**src/rtl/bat_pkg.sv**
```systemverilog
package bat_pkg;

    localparam int ADDR_W = 32;

    // Upper (match) word layout
    typedef struct packed {
        logic [3:0]  eff_hi;     // 31:28
        logic [10:0] eff_blk;    // 27:17
        logic [3:0]  rsvd;       // 16:13
        logic [10:0] len_mask;   // 12:2
        logic        sup_ok;     // 1
        logic        usr_ok;     // 0
    } upper_word_t;

    // Lower (target) word layout
    typedef struct packed {
        logic [3:0]  phys_hi;    // 31:28
        logic [10:0] phys_blk;   // 27:17
        logic [14:0] rsvd;       // 16:2
        logic        allow_rw;   // 1
        logic        allow_ro;   // 0
    } lower_word_t;

    typedef struct packed {
        logic              hit;
        logic [ADDR_W-1:0] paddr;
        logic              rd;
        logic              wr;
    } xlate_res_t;

    function automatic logic entry_hits(upper_word_t up, logic [ADDR_W-1:0] ea,
                                        logic user);
        logic hi_eq, blk_eq, priv_ok;
        hi_eq   = (ea[31:28] == up.eff_hi);
        blk_eq  = ((ea[27:17] & ~up.len_mask) == up.eff_blk);
        priv_ok = user ? up.usr_ok : up.sup_ok;
        return hi_eq && blk_eq && priv_ok;
    endfunction

    function automatic xlate_res_t entry_translate(upper_word_t up, lower_word_t lo,
                                                   logic [ADDR_W-1:0] ea);
        xlate_res_t r;
        r.hit   = 1'b1;
        r.paddr = {lo.phys_hi, lo.phys_blk | (ea[27:17] & up.len_mask),
                   ea[16:12], 12'h000};
        r.rd    = lo.allow_rw | lo.allow_ro;
        r.wr    = lo.allow_rw;
        return r;
    endfunction

endpackage

```
**src/rtl/bat_entry_bank.sv**
```systemverilog
module bat_entry_bank
    import bat_pkg::*;
#(
    parameter int NUM_ENTRIES = 4,
    localparam int IDX_W = (NUM_ENTRIES > 1) ? $clog2(NUM_ENTRIES) : 1
) (
    input  logic              clk,
    input  logic              rst,
    input  logic              wr_en,
    input  logic              wr_dset,
    input  logic [IDX_W-1:0]  wr_idx,
    input  logic              wr_upper,
    input  logic [ADDR_W-1:0] wr_data,
    input  logic              rd_dset,
    output upper_word_t       sel_up [NUM_ENTRIES],
    output lower_word_t       sel_lo [NUM_ENTRIES]
);
    localparam int NUM_SETS = 2;

    upper_word_t up_q [NUM_SETS][NUM_ENTRIES];
    lower_word_t lo_q [NUM_SETS][NUM_ENTRIES];

    for (genvar s = 0; s < NUM_SETS; s++) begin : g_set
        for (genvar e = 0; e < NUM_ENTRIES; e++) begin : g_ent
            logic sel;
            assign sel = wr_en && (wr_dset == 1'(s)) && (wr_idx == IDX_W'(e));
            always_ff @(posedge clk) begin
                if (rst) begin
                    up_q[s][e] <= '0;
                    lo_q[s][e] <= '0;
                end else if (sel) begin
                    if (wr_upper) up_q[s][e] <= upper_word_t'(wr_data);
                    else          lo_q[s][e] <= lower_word_t'(wr_data);
                end
            end
        end
    end

    for (genvar e = 0; e < NUM_ENTRIES; e++) begin : g_rd
        assign sel_up[e] = rd_dset ? up_q[1][e] : up_q[0][e];
        assign sel_lo[e] = rd_dset ? lo_q[1][e] : lo_q[0][e];
    end

endmodule

```
**src/rtl/bat_match_array.sv**
```systemverilog
module bat_match_array
    import bat_pkg::*;
#(
    parameter int NUM_ENTRIES = 4
) (
    input  upper_word_t       ent_up [NUM_ENTRIES],
    input  lower_word_t       ent_lo [NUM_ENTRIES],
    input  logic [ADDR_W-1:0] ea,
    input  logic              user,
    output xlate_res_t        res
);
    logic       [NUM_ENTRIES-1:0] hit_vec;
    xlate_res_t                   cand [NUM_ENTRIES];
    logic       [NUM_ENTRIES-1:0] unused_rsvd;

    for (genvar e = 0; e < NUM_ENTRIES; e++) begin : g_cmp
        assign hit_vec[e]     = entry_hits(ent_up[e], ea, user);
        assign cand[e]        = entry_translate(ent_up[e], ent_lo[e], ea);
        assign unused_rsvd[e] = ^{ent_up[e].rsvd, ent_lo[e].rsvd};
    end

    // Scan from the top so the smallest matching index is the last to write
    always_comb begin
        res = '0;
        for (int e = NUM_ENTRIES - 1; e >= 0; e--) begin
            if (hit_vec[e]) res = cand[e];
        end
    end

endmodule

```
**src/rtl/bat_xlate.sv**
```systemverilog
module bat_xlate
    import bat_pkg::*;
#(
    parameter int NUM_ENTRIES = 4,
    localparam int IDX_W = (NUM_ENTRIES > 1) ? $clog2(NUM_ENTRIES) : 1
) (
    input  logic              clk,
    input  logic              rst,
    input  logic              cfg_wr_en,
    input  logic              cfg_wr_dset,
    input  logic [IDX_W-1:0]  cfg_wr_idx,
    input  logic              cfg_wr_upper,
    input  logic [31:0]       cfg_wr_data,
    input  logic              req_valid,
    input  logic [31:0]       req_addr,
    input  logic              req_fetch,
    input  logic              req_user,
    output logic              rsp_valid,
    output logic              rsp_hit,
    output logic              rsp_miss,
    output logic [31:0]       rsp_paddr,
    output logic              rsp_rd,
    output logic              rsp_wr,
    output logic [31:0]       fault_addr
);
    upper_word_t sel_up [NUM_ENTRIES];
    lower_word_t sel_lo [NUM_ENTRIES];
    xlate_res_t  look;

    bat_entry_bank #(.NUM_ENTRIES(NUM_ENTRIES)) bank_i (
        .clk      (clk),
        .rst      (rst),
        .wr_en    (cfg_wr_en),
        .wr_dset  (cfg_wr_dset),
        .wr_idx   (cfg_wr_idx),
        .wr_upper (cfg_wr_upper),
        .wr_data  (cfg_wr_data),
        .rd_dset  (!req_fetch),
        .sel_up   (sel_up),
        .sel_lo   (sel_lo)
    );

    bat_match_array #(.NUM_ENTRIES(NUM_ENTRIES)) match_i (
        .ent_up (sel_up),
        .ent_lo (sel_lo),
        .ea     (req_addr),
        .user   (req_user),
        .res    (look)
    );

    always_ff @(posedge clk) begin
        if (rst) begin
            rsp_valid  <= 1'b0;
            rsp_hit    <= 1'b0;
            rsp_miss   <= 1'b0;
            rsp_paddr  <= '0;
            rsp_rd     <= 1'b0;
            rsp_wr     <= 1'b0;
            fault_addr <= '0;
        end else begin
            rsp_valid <= req_valid;
            rsp_hit   <= req_valid && look.hit;
            rsp_miss  <= req_valid && !look.hit;
            rsp_paddr <= req_valid ? look.paddr : '0;
            rsp_rd    <= req_valid && look.rd;
            rsp_wr    <= req_valid && look.wr;
            if (req_valid && !look.hit) fault_addr <= req_addr;
        end
    end

endmodule

```
**config.mk**
```make
export PLATFORM = sky130hd
export DESIGN_NAME = bat_xlate
export DESIGN_NICKNAME = d
export VERILOG_FILES = /design/src/rtl/bat_pkg.sv /design/src/rtl/bat_entry_bank.sv /design/src/rtl/bat_match_array.sv /design/src/rtl/bat_xlate.sv
export SDC_FILE = /design/constraint.sdc
export NUM_CORES = 1
export LEC_CHECK = 0
export BUFFER_PORTS_ARGS = -buffer_cell sky130_fd_sc_hd__buf_2
export CELL_PAD_IN_SITES_DETAIL_PLACEMENT = 1
export CELL_PAD_IN_SITES_GLOBAL_PLACEMENT = 2
export CORE_ASPECT_RATIO = 0.8
export CORE_UTILIZATION = 30
export DETAILED_ROUTE_END_ITERATION = 16
export PLACE_DENSITY = 0.58
export SYNTH_ARGS = -nofsm -noshare
export SYNTH_HDL_FRONTEND = slang
export SYNTH_SLANG_ARGS = --single-unit
```
**constraint.sdc**
```tcl
create_clock -name clk -period 3 [get_ports clk]
set_input_delay 0.15 -clock clk [delete_from_list [all_inputs] [get_ports clk]]
set_output_delay 0.15 -clock clk [all_outputs]
set_load 0.02 [all_outputs]
```
### Word-level counts from Yosys, hierarchy flattened

Memory sizes are Yosys's and may differ from the RTL's.
Cells that the tools add are included.

* flip-flop bits (word level): 69
* bits in writable memories: 512
* input bits: 74
* output and inout bits: 69
* logic and storage cells: 169
* memories kept: 2

Memories
* bank_i.lo_q: words 2, bits a word 128, rd ports 2, clocked after memory_dff 0, wr ports 2, RTL line bat_entry_bank.sv:21 `lower_word_t lo_q [NUM_SETS][NUM_ENTRIES];`
* bank_i.up_q: words 2, bits a word 128, rd ports 2, clocked after memory_dff 0, wr ports 2, RTL line bat_entry_bank.sv:20 `upper_word_t up_q [NUM_SETS][NUM_ENTRIES];`

* eq/ne operators: 11
* multiplexer cells: 84
* bitwise logic cells: 38
* reductions and logical operators: 26

Operator list (number)
* $mux W32: 24
* $mux W35: 4
* $and A11 B11 Y11: 8
* $mux W1: 56
* $eq A11 B11 Y1: 4
* $not A11 Y11: 4
* $or A11 B11 Y11: 4
* $logic_and A1 B1 Y1: 22
* $or A1 B1 Y1: 20
* $eq A4 B4 Y1: 4
* $reduce_or A5 Y1: 1
* $eq A2 B2 Y1 const B: 2
* $eq A2 B1 Y1 const B: 1
* $logic_not A2 Y1: 1
* $not A1 Y1: 2
* $reduce_or A2 Y1: 1
* $logic_not A1 Y1: 1

### Depth between registers and ports, before layout

Gate-level depths: netlist (run 1).
An unclocked memory read counts as a cell.

* word-level depth: 13
* gate-level depth with buffers: 15
* gate-level depth less buffers: 8

### Cells and area by module

From an unflattened synthesis (run 1), not the netlist that was laid out.

* cells, all modules: 2035
* area total of the unflattened synthesis: 26883.3 um^2

By module, submodules not included
* bat_entry_bank: instances 1, cells an instance 1515, area an instance 22290.1 um^2, seq. area each 15374.7 um^2
* bat_xlate: instances 1, cells an instance 223, area an instance 2457.4 um^2, seq. area each 1381.3 um^2
* bat_match_array: instances 1, cells an instance 297, area an instance 2135.8 um^2, seq. area each 0.0 um^2

### Worst setup path after synthesis (run 1)

Ideal clock, no wire load.

* path type: input -> register
* start: in req_fetch
* end: reg fault_addr[10]
* library setup time: 128 ps
* data arrival time: 2401 ps
* required time: 2872 ps
* path slack: 471 ps
* cell stages on the path: 13
* path buffers: 5
* cells stage by stage: buf_6 buf_6 buf_6 buf_6 mux2i_1 a21oi_1 or4_1 nor4_1 a22oi_1 nand3_4 buf_12 mux2i_1 nor2_1

* word-level cells in the longest chain between the ends: 12
* elaborated cells between the ends (all ways): 38
* those cells by class: 8 x eq/ne; 12 x mux; 8 x bitwise; 10 x reduce/logical

RTL lines
* start: declaration: RTL line bat_xlate.sv:16 `input logic req_fetch,`
* $mux W32: RTL line bat_entry_bank.sv:40 `assign sel_up[e] = rd_dset ? up_q[1][e] : up_q[0][e];`
* $not A11 Y11: RTL line bat_pkg.sv:35 `blk_eq = ((ea[27:17] & ~up.len_mask) == up.eff_blk);`
* $and A11 B11 Y11: RTL line bat_pkg.sv:35
* $eq A11 B11 Y1: RTL line bat_pkg.sv:35
* $logic_and A1 B1 Y1 (2 in series): RTL line bat_pkg.sv:37 `return hi_eq && blk_eq && priv_ok;`
* $mux W35 (3 in series): RTL line bat_match_array.sv:26 `if (hit_vec[e]) res = cand[e];`
* $mux W35 *: RTL line bat_match_array.sv:26
* $logic_not A1 Y1 *: RTL line bat_xlate.sv:67 `if (req_valid && !look.hit) fault_addr <= req_addr;`
* $logic_and A1 B1 Y1 *: RTL line bat_xlate.sv:67
* end signal: assignment: RTL line bat_xlate.sv:67
* end: declaration: RTL line bat_xlate.sv:24 `output logic [31:0] fault_addr`

Mark *: on every way between the ends. The rest lies on a longest branch, timed or not.
A chain may end at the register's enable or synchronous reset.

==> out/qor.yml, run 1 <==
cts_root_buf: "clkbuf_16"
synth-edff-count: 360
syn_area_um2: 20300
multi_input_area_um2: 7760
power_density_nw_per_um2: 578
die_h_um: 235
dpl_cell_area_um2: 23000
clockBufferDepth: 3
ff_latch_area_um2: 12000
synth-seq-cells: 417
min_from: "req_addr[17]"
antenna_found_initial: 9
most-common-layout-cells: "and2_1 (360), edfxtp_1 (360), buf_4 (175)"
hp-class: "in -> reg"
first_pass_iters: 4
yosysUniqueCellTypes: 72
die_area_um2: 68600
cp-end-kind: "flip-flop"
wl_um: 75700
cts_max_level: 2
post_cts_buffers: 0
fillers: 7100
ys_warn_count: 0
cp_top_family: "compound AO/OA/AOI/OAI gates"
gp_congestion: 0.852
synth_ff_type: "edfxtp_1"
synth_simple_gate_area_frac: 0.198
grt_start_max_net_pins: 59
grt_util_all_layers: 0.220
clk_latency_ps: 600
cts_made_buffers: 47
stdcell_area_um2: 24800
crit_slowest_cell: "or4_1"
routedWlPerCell_um: 26.5
fmaxAchievable_ghz: 0.344
io_pins: 143
coreArea_um2: 66300
place_ws_ps: -354
min_period_ps: 2910
die-width_um: 293
p_leak_nw: 9.57
num_vias: 14441
start_util: 0.306
cp-start-kind: "flip-flop"
drive_gt1_frac: 0.236
finalSetupViolCount: 0
slew_viol_final: 0
synth_cells: 1639
critPathKind: "reg -> reg"
synth_adder_area_share: 0
max_stage_delay_ps: 590
cts_tree: "yes"
io_buffers: 126
fin_nets: 1985
grt_pass1_wl_um: 107000
syn_avg_cell_area_um2: 12.4
crit_chain: "mux2i_1, o22ai_1, or4_1, nor3_4, buf_4, o2111ai_1, buf_4, o221ai_1, o211ai_1, a21oi_1"
synthXorXnorAreaFrac: 0.00605
tightest_slew_ps: 1140
ys_seq_area_frac: 0.589
synth_compound_area_frac: 0.0681
period_share: 0.969
r2r_start: "bank_i.up_q[0][21]"
syn2layout_area_growth_pct: 22.5
crit_start: "bank_i.up_q[0][21]"
synth_top_family_by_area: "simple AND/OR/NAND/NOR gates"
cts_sinks: 417
fin_util: 0.375
hold_violations: 0
synthMuxAreaShare: 0.101
fin_skew_ps: 20.9
cap_violations: 0
finalWorstSetupSlack_ps: 91.8
dp.final_hpwl_um: 53700
grt.overflow.total: 0
drt-initial-drc-count: 1191
crit_fanout: 6
reg2reg_slack_ps: 90
critPathRequiredTime_ps: 3510
slew_headroom: 0.238
async_reset_ff_frac: 0
grt_pass1_vias: 14786
routed_via_density: 5.06
crit_path_frequent_cell: "buf_4"
rows: 84
antenna_left: 0
peakVddDrop_uv: 293
clkTransAtPathRegs_ps: 60
crit_buf_inv: 2
crit_arrival_ps: 3420
drc: 0
status: "completed"
worst register-to-register path: stages (launching register included):
cell	delay, ps
edfxtp_1	410
mux2i_1	260
o22ai_1	130
or4_1	590
nor3_4	270
buf_4	150
o2111ai_1	90
buf_4	180
o221ai_1	260
o211ai_1	250
a21oi_1	240
Yosys cell counts (4+ instances only):
| library cell | count | share of area |
|---|---|---|
| o21bai_1 | 16 | 0.0059 |
| and2_1 | 360 | 0.11 |
| or3b_2 | 8 | 0.0035 |
| a22oi_1 | 7 | 0.0026 |
| nor4_1 | 16 | 0.0049 |
| o211ai_1 | 7 | 0.0026 |
| o221ai_1 | 6 | 0.0026 |
| nand2b_1 | 10 | 0.0031 |
| nand4b_1 | 9 | 0.0039 |
| xor2_1 | 10 | 0.0043 |
| buf_6 | 14 | 0.0078 |
| or3_1 | 11 | 0.0034 |
| nand2_1 | 24 | 0.0044 |
| a21oi_1 | 55 | 0.014 |
| o21ai_0 | 69 | 0.017 |
| nor3b_1 | 35 | 0.013 |
| a21o_1 | 6 | 0.0022 |
| nor3_1 | 42 | 0.010 |
| and3_1 | 5 | 0.0015 |
| buf_4 | 22 | 0.0081 |
| xnor2_1 | 4 | 0.0017 |
| o22ai_1 | 5 | 0.0015 |
| mux2_2 | 15 | 0.0083 |
| inv_1 | 15 | 0.0028 |
| o21a_1 | 10 | 0.0037 |
| mux2i_1 | 168 | 0.083 |
| nand3b_1 | 8 | 0.0030 |
| nand3_1 | 8 | 0.0020 |
| a221o_1 | 6 | 0.0030 |
| mux4_2 | 8 | 0.0089 |
| dfxtp_1 | 57 | 0.056 |
| buf_2 | 24 | 0.0059 |
| nor2b_1 | 11 | 0.0034 |
| a221oi_1 | 12 | 0.0052 |
| clkbuf_1 | 56 | 0.010 |
| or4_1 | 6 | 0.0022 |
| o21ai_1 | 4 | 0.00099 |
| edfxtp_1 | 360 | 0.53 |
| nor2_1 | 73 | 0.014 |
| nand4_1 | 15 | 0.0046 |
per-layer routing:
metal / wire length [um] / track usage
met4: 1730 / 0.0558
met3: 3640 / 0.0246
met1: 36400 / 0.317
met2: 34000 / 0.350
met5: 0 / 0
flip-flops by register name (all words and copies together) (netlist names):
register	cells
rsp_miss	1
bank_i.lo_q	136
rsp_valid	1
rsp_hit	1
rsp_paddr	20
fault_addr	32
bank_i.up_q	224
rsp_rd	1
rsp_wr	1
per-stage QoR:
stage | hold WS (ps) | TNS (ps) | std cells | power (mW)
after floorplan | 294 | 0 | 1650 | 7.64
after global placement | 383 | -6440 | 2745 | 8.44
after detailed placement | 391 | -7940 | 2745 | 8.47
after CTS | 10.3 | 0 | 2853 | 14.5
after global routing | 48.7 | -2.24 | 2853 | 14.8
final | 48.9 | 0 | 2855 | 14.4
layout make-up:
| class | count | share of cell area |
|---|---|---|
| diodes | 2 | 0.000202 |
| flip-flops and latches | 417 | 0.481 |
| multi-input cells | 1099 | 0.312 |
| clock inverters | 24 | 0.00927 |
| well taps | 903 | 0.0455 |
| repair buffers | 331 | 0.0948 |
| clock buffers | 64 | 0.0545 |
| inverters | 15 | 0.00227 |
path summary, 6_finish.rpt:
| path | end | cells past startpoint |
|---|---|---|
| max | rsp_paddr[26] | 10 |
| min | fault_addr[17] | 3 |
| min reg2reg | fault_addr[5] | 2 |
| max reg2reg | rsp_paddr[26] | 10 |
report_power, final:
part | switching (mW) | internal (mW) | leakage (nW)
Combinational | 1.01 | 0.591 | 4.87
Sequential | 0.151 | 6.62 | 3.91
Clock | 2.49 | 3.50 | 0.784
cells by family (layout without fill, tap and decap cells):
| logic type | count (synthesis) | in the layout |
|---|---|---|
| and+or+nand+nor | 661 | 661 |
| muxes | 192 | 192 |
| other | 1 | 14 |
| xor gates and xnor gates | 14 | 14 |
| buffers and inverters | 134 | 434 |
| DFF | 417 | 417 |
| AOI/OAI and AO/OA | 220 | 220 |
timing repair:
item / 4_1_cts / 5_1_grt
setup endpoints to repair: 3 / 36
endpoints found under the hold margin: 28 / 0
resized for setup: 3 / 11
hold buffers: 20 / 0
(Power assumes the default switching activity.)
==> run 2, diff against run 1 <==
--- a/config.mk
+++ b/config.mk
@@ -8,7 +8,6 @@
 export BUFFER_PORTS_ARGS = -buffer_cell sky130_fd_sc_hd__buf_2
 export CELL_PAD_IN_SITES_DETAIL_PLACEMENT = 1
 export CELL_PAD_IN_SITES_GLOBAL_PLACEMENT = 2
-export CORE_ASPECT_RATIO = 0.8
 export CORE_UTILIZATION = 30
 export DETAILED_ROUTE_END_ITERATION = 16
 export PLACE_DENSITY = 0.58
==> run 2 against run 1 <==
Fmax is 1.7% lower. Critical path depth is 1 lower. Non-clock buffer count is 6 lower. Design area is 0.50% lower. Register-to-register slack worse by 50 ps. Worst hold slack worse by 8.2 ps. Largest power group unchanged.
==> out/qor.yml, run 2 (same netlist as run 1, synthesis figures left out) <==
status: "completed"
pwr-share-seq: 0.470
power_density_nw_per_um2: 584
antenna_left: 0
critPathKind: "reg -> reg"
clk_latency_ps: 610
most-common-layout-cells: "and2_1 (360), edfxtp_1 (360), buf_4 (168)"
endpoint: "rsp_paddr[25]"
die-width_um: 262
routed_via_density: 5.11
die_area_um2: 68600
cts_sinks: 417
r2r_end: "rsp_paddr[25]"
slew_headroom: 0.536
reg_top3: "bank_i.up_q: 224 flops, bank_i.lo_q: 136 flops, fault_addr: 32 flops"
period_share: 0.986
io_pins: 143
finalSetupViolCount: 0
tightest_slew_ps: 691
antenna_found_initial: 11
peakVddDrop_uv: 407
routedLengthMet1_um: 33100
crit_fanout: 5
syn2layout_area_growth_pct: 21.9
holdPathStages: 2
crit_arrival_ps: 3440
grt_pass1_wl_um: 104000
grt_start_max_net_pins: 35
io_buffers: 126
fin_nets: 1984
drt-initial-drc-count: 997
grt_pass1_vias: 14698
fin_skew_ps: 24.8
first_pass_iters: 5
clock_power_share: 0.423
gp_congestion: 0.866
min_period_ps: 2960
hp-class: "in -> reg"
cp-end-kind: "flip-flop"
coreArea_um2: 66300
sw_frac_of_total: 0.258
grt_util_all_layers: 0.216
cp-start-kind: "flip-flop"
r2r_cells: 9
cap_violations: 0
critPathRequiredTime_ps: 3490
internal_power_mw: 10.7
clkTransAtPathRegs_ps: 60
drc: 0
hold_violations: 0
routedWlPerCell_um: 26.3
wl_um: 74200
crit_start: "bank_i.up_q[0][44]"
p_leak_nw: 9.53
share_comb_of_total_power: 0.108
cts_tree: "yes"
rows: 94
top_register: "bank_i.up_q"
num_vias: 14432
r2r_start: "bank_i.up_q[0][44]"
slew_viol_final: 0
cts_root_buf: "clkbuf_16"
dp.final_hpwl_um: 53700
power_mw: 14.4
reg2reg_slack_ps: 40
start_util: 0.306
cts_made_buffers: 51
drive_gt1_frac: 0.226
p_switching_mw: 3.72
top_layer_used: "met4"
largest_reg_flops: 224
fmaxAchievable_ghz: 0.338
fin_setup_tns_ps: 0
wl_met3_um: 4590
grt.overflow.total: 0
clockBufferDepth: 3
die_h_um: 262
wl_met2_um: 34400
cts_max_level: 2
[run 2: repair_timing]
item,in CTS,in global routing
hold endpoints to repair,36,0
hold buffers,22,0
gates resized for setup,0,4
buffers inserted,0,0
setup endpoints to repair,0,6
[run 2: final cells by class]
class                   count  area (um^2)
fillers                  7113        41600
repair buffers            325         2300
inverters                  15         56.3
well taps                 864         1080
multi-input cells        1100         7660
clock inverters            35          260
diodes                     10         25.0
clock buffers              61         1380
flip-flops and latches    417        12000
[run 2: worst min-delay path by stage]
stage,start,end,slack [ps]
global placement,req_addr[4],fault_addr[4],380
global route,req_addr[31],fault_addr[31],30
CTS,cfg_wr_data[7],bank_i.up_q[1][71],7
detailed placement,req_addr[4],fault_addr[4],390
floorplan,req_addr[0],fault_addr[0],290
finish,cfg_wr_data[8],bank_i.up_q[1][40],40
[run 2: power groups by stage]
stage	Clock, mW	Sequential, mW	Combinational [mW]
3_3_place_gp	0	6.88	1.52
2_1_floorplan	0	6.88	0.762
3_5_place_dp	0	6.90	1.54
4_1_cts	6.25	6.78	1.57
5_1_grt	6.47	6.81	1.65
6_report	6.10	6.78	1.55
[run 2: metal layers]
layer,vias to the layer above,track usage
met3,93,0.0392
met5,-,0
met2,416,0.345
met1,7394,0.297
met4,0,0.0642
li1,6529,-
[run 2: through the flow]
step	instances	setup slack (ps)	hold WS [ps]	cell area, um^2	utilization
2_1_floorplan	1650	471	294	20300	-
5_1_grt	2817	-8.75	26.3	24700	0.372
3_5_place_dp	2698	-386	393	22800	0.344
4_1_cts	2816	31.2	7.08	24700	0.372
6_report	2827	41.5	40.6	24700	0.373
3_3_place_gp	2698	-255	383	22800	0.344
[run 2: worst max-delay path, cell delays in order (launching register included)]
cell	delay, ps
edfxtp_1	410
buf_4	160
a22oi_1	200
nand3_1	110
a31o_2	290
or4_4	540
or2_2	430
mux2_1	330
a21oi_1	260
nor2_1	90
==> run 3, diff against run 2 <==
--- a/config.mk
+++ b/config.mk
@@ -8,6 +8,7 @@
 export BUFFER_PORTS_ARGS = -buffer_cell sky130_fd_sc_hd__buf_2
 export CELL_PAD_IN_SITES_DETAIL_PLACEMENT = 1
 export CELL_PAD_IN_SITES_GLOBAL_PLACEMENT = 2
+export CORE_MARGIN = 2
 export CORE_UTILIZATION = 30
 export DETAILED_ROUTE_END_ITERATION = 16
 export PLACE_DENSITY = 0.58
==> run 3 against run 2 <==
First-iteration DRC count decreased by 8.2%. Setup slack improved by 67 ps. Clock power decreased by 0.8%. Clock skew decreased by 10 ps. Via count decreased by 1.1%. Routed wire length decreased by 1.1%. Largest power group unchanged. Utilization decreased by 0.31 points. Critical path depth increased by 1. Largest cell class unchanged. Register-to-register slack improved by 70 ps. Non-clock buffer count increased by 8. Worst hold slack improved by 4.3 ps. Sequential share of layout area decreased by 0.10 points.
==> out/qor.yml, run 3 (same netlist as run 1, synthesis figures left out) <==
status: "completed"
clkTransAtPathRegs_ps: 60
routedLengthMet1_um: 34200
slew_viol_final: 0
die_area_um2: 69700
internal_power_mw: 10.8
cts_made_buffers: 52
io_buffers: 126
grt_pass1_wl_um: 106000
wl_met2_um: 35300
start_util: 0.302
power_density_nw_per_um2: 581
place_ws_ps: -404
gp_congestion: 0.820
hp-class: "in -> reg"
drc: 0
critPathRequiredTime_ps: 3530
wl_met3_um: 2800
cp-end-kind: "flip-flop"
grt_pass1_vias: 15012
tightest_slew_ps: 1060
cp-start-kind: "flip-flop"
hold_violations: 0
cap_violations: 0
post_cts_buffers: 0
min_period_ps: 2890
io_pins: 143
crit_arrival_ps: 3420
routed_via_density: 5.03
p_leak_nw: 9.57
cts_sinks: 417
crit_fanout: 6
top_register: "bank_i.up_q"
dpl_cell_area_um2: 22900
clockBufferDepth: 3
path_depth: 10
critPathKind: "reg -> reg"
grt_start_max_net_pins: 52
syn2layout_area_growth_pct: 22.1
cts_max_level: 2
fin_setup_tns_ps: 0
clock_power_share: 0.421
crit_buf_inv: 2
coreArea_um2: 67000
die_h_um: 264
top_layer_used: "met4"
finalWorstSetupSlack_ps: 108
grt.overflow.total: 0
fin_nets: 1992
dp.final_hpwl_um: 53100
fin_skew_ps: 14.7
cts_root_buf: "clkbuf_16"
rows: 95
r2r_cells: 10
sw_frac_of_total: 0.251
crit_chain: "mux2i_1, o211ai_1, or4_1, nor3_4, o2111ai_1, buf_4, o221ai_1, o211ai_1, buf_4, a21oi_1"
fin_util: 0.369
pwr-share-seq: 0.471
rsz0062_at_grt: "no"
peakVddDrop_uv: 376
final_cells: 2836
crit_slowest_cell: "or4_1"
largest_reg_flops: 224
antenna_found_initial: 7
antenna_left: 0
num_vias: 14268
finalSetupViolCount: 0
drive_gt1_frac: 0.229
grt_util_all_layers: 0.210
dp_cells: 2716
p_switching_mw: 3.61
stdcell_area_um2: 24800
max_stage_delay_ps: 600
wl_um: 73400
first_pass_iters: 7
most-common-layout-cells: "and2_1 (360), edfxtp_1 (360), buf_4 (180)"
period_share: 0.964
slew_headroom: 0.289
cts_tree: "yes"
share_comb_of_total_power: 0.108
fmaxAchievable_ghz: 0.346
cp_top_family: "simple AND/OR/NAND/NOR gates"
clk_latency_ps: 600
reg_top3: "bank_i.up_q: 224 flops, bank_i.lo_q: 136 flops, fault_addr: 32 flops"
die-width_um: 264
drt-initial-drc-count: 915
holdPathStages: 3
routedWlPerCell_um: 25.9
run 3: cell count changes in the layout (fill, tap and decap cells not counted), moves of 3 or more:
| cell | previous run | this run |
|---|---|---|
| buf_12 | 9 | 6 |
| clkinvlp_4 | 3 | 0 |
| clkbuf_1 | 5 | 14 |
| o21bai_2 | 11 | 14 |
| clkinv_2 | 15 | 7 |
| clkinv_1 | 11 | 6 |
| diode_2 | 10 | 7 |
| o21bai_1 | 5 | 2 |
| buf_4 | 168 | 180 |
| clkbuf_8 | 4 | 9 |
run 3: power by group through the flow:
stage          logic, mW  clock network, mW  registers, mW
2_1_floorplan      0.762                  0           6.88
6_report            1.55               6.05           6.78
3_5_place_dp        1.54                  0           6.90
4_1_cts             1.57               6.19           6.78
5_1_grt             1.66               6.43           6.81
3_3_place_gp        1.53                  0           6.88
run 3: metrics by stage:
step	hold slack (ps)	total power, mW
finish	45.0	14.4
global route	34.1	14.9
CTS	8.67	14.5
detailed placement	395	8.44
global placement	384	8.41
floorplan	294	7.64
run 3: per-layer routing:
layer	GRT usage	vias to the layer above
met5	0	-
met4	0.0418	0
met3	0.0253	69
met2	0.357	307
met1	0.287	7347
li1	-	6545
run 3: what timing repair did:
action                                 CTS  global route
endpoints found under the hold margin   28             0
hold buffers                            21             0
setup endpoints to repair                2             8
resized for setup                        1             8
run 3: cell type report:
type	count	area [um^2]
Multi-Input combinational cell	1099	7700
Inverter	15	56.3
Sequential cell	417	12000
Tap cell	873	1090
Timing Repair Buffer	333	2320
Clock buffer	77	1530
Fill cell	7236	42300
Antenna cell	7	17.5
Clock inverter	15	96.3
run 3: tightest hold or removal path: cells and delay by family:
| family | cells | cell delay (ps) |
|---|---|---|
| buffers and inverters | 1 | 210 |
| multiplexers | 1 | 170 |
| AND/OR/NAND/NOR | 1 | 50 |
run 3: final timing paths:
check                                        start        endpoint  slack (ps)
worst max-delay path            bank_i.up_q[0][18]   rsp_paddr[18]         110
worst min-delay path                  req_addr[31]  fault_addr[31]          40
worst max register to register  bank_i.up_q[0][18]   rsp_paddr[18]         110
worst min register to register       fault_addr[1]   fault_addr[1]         490
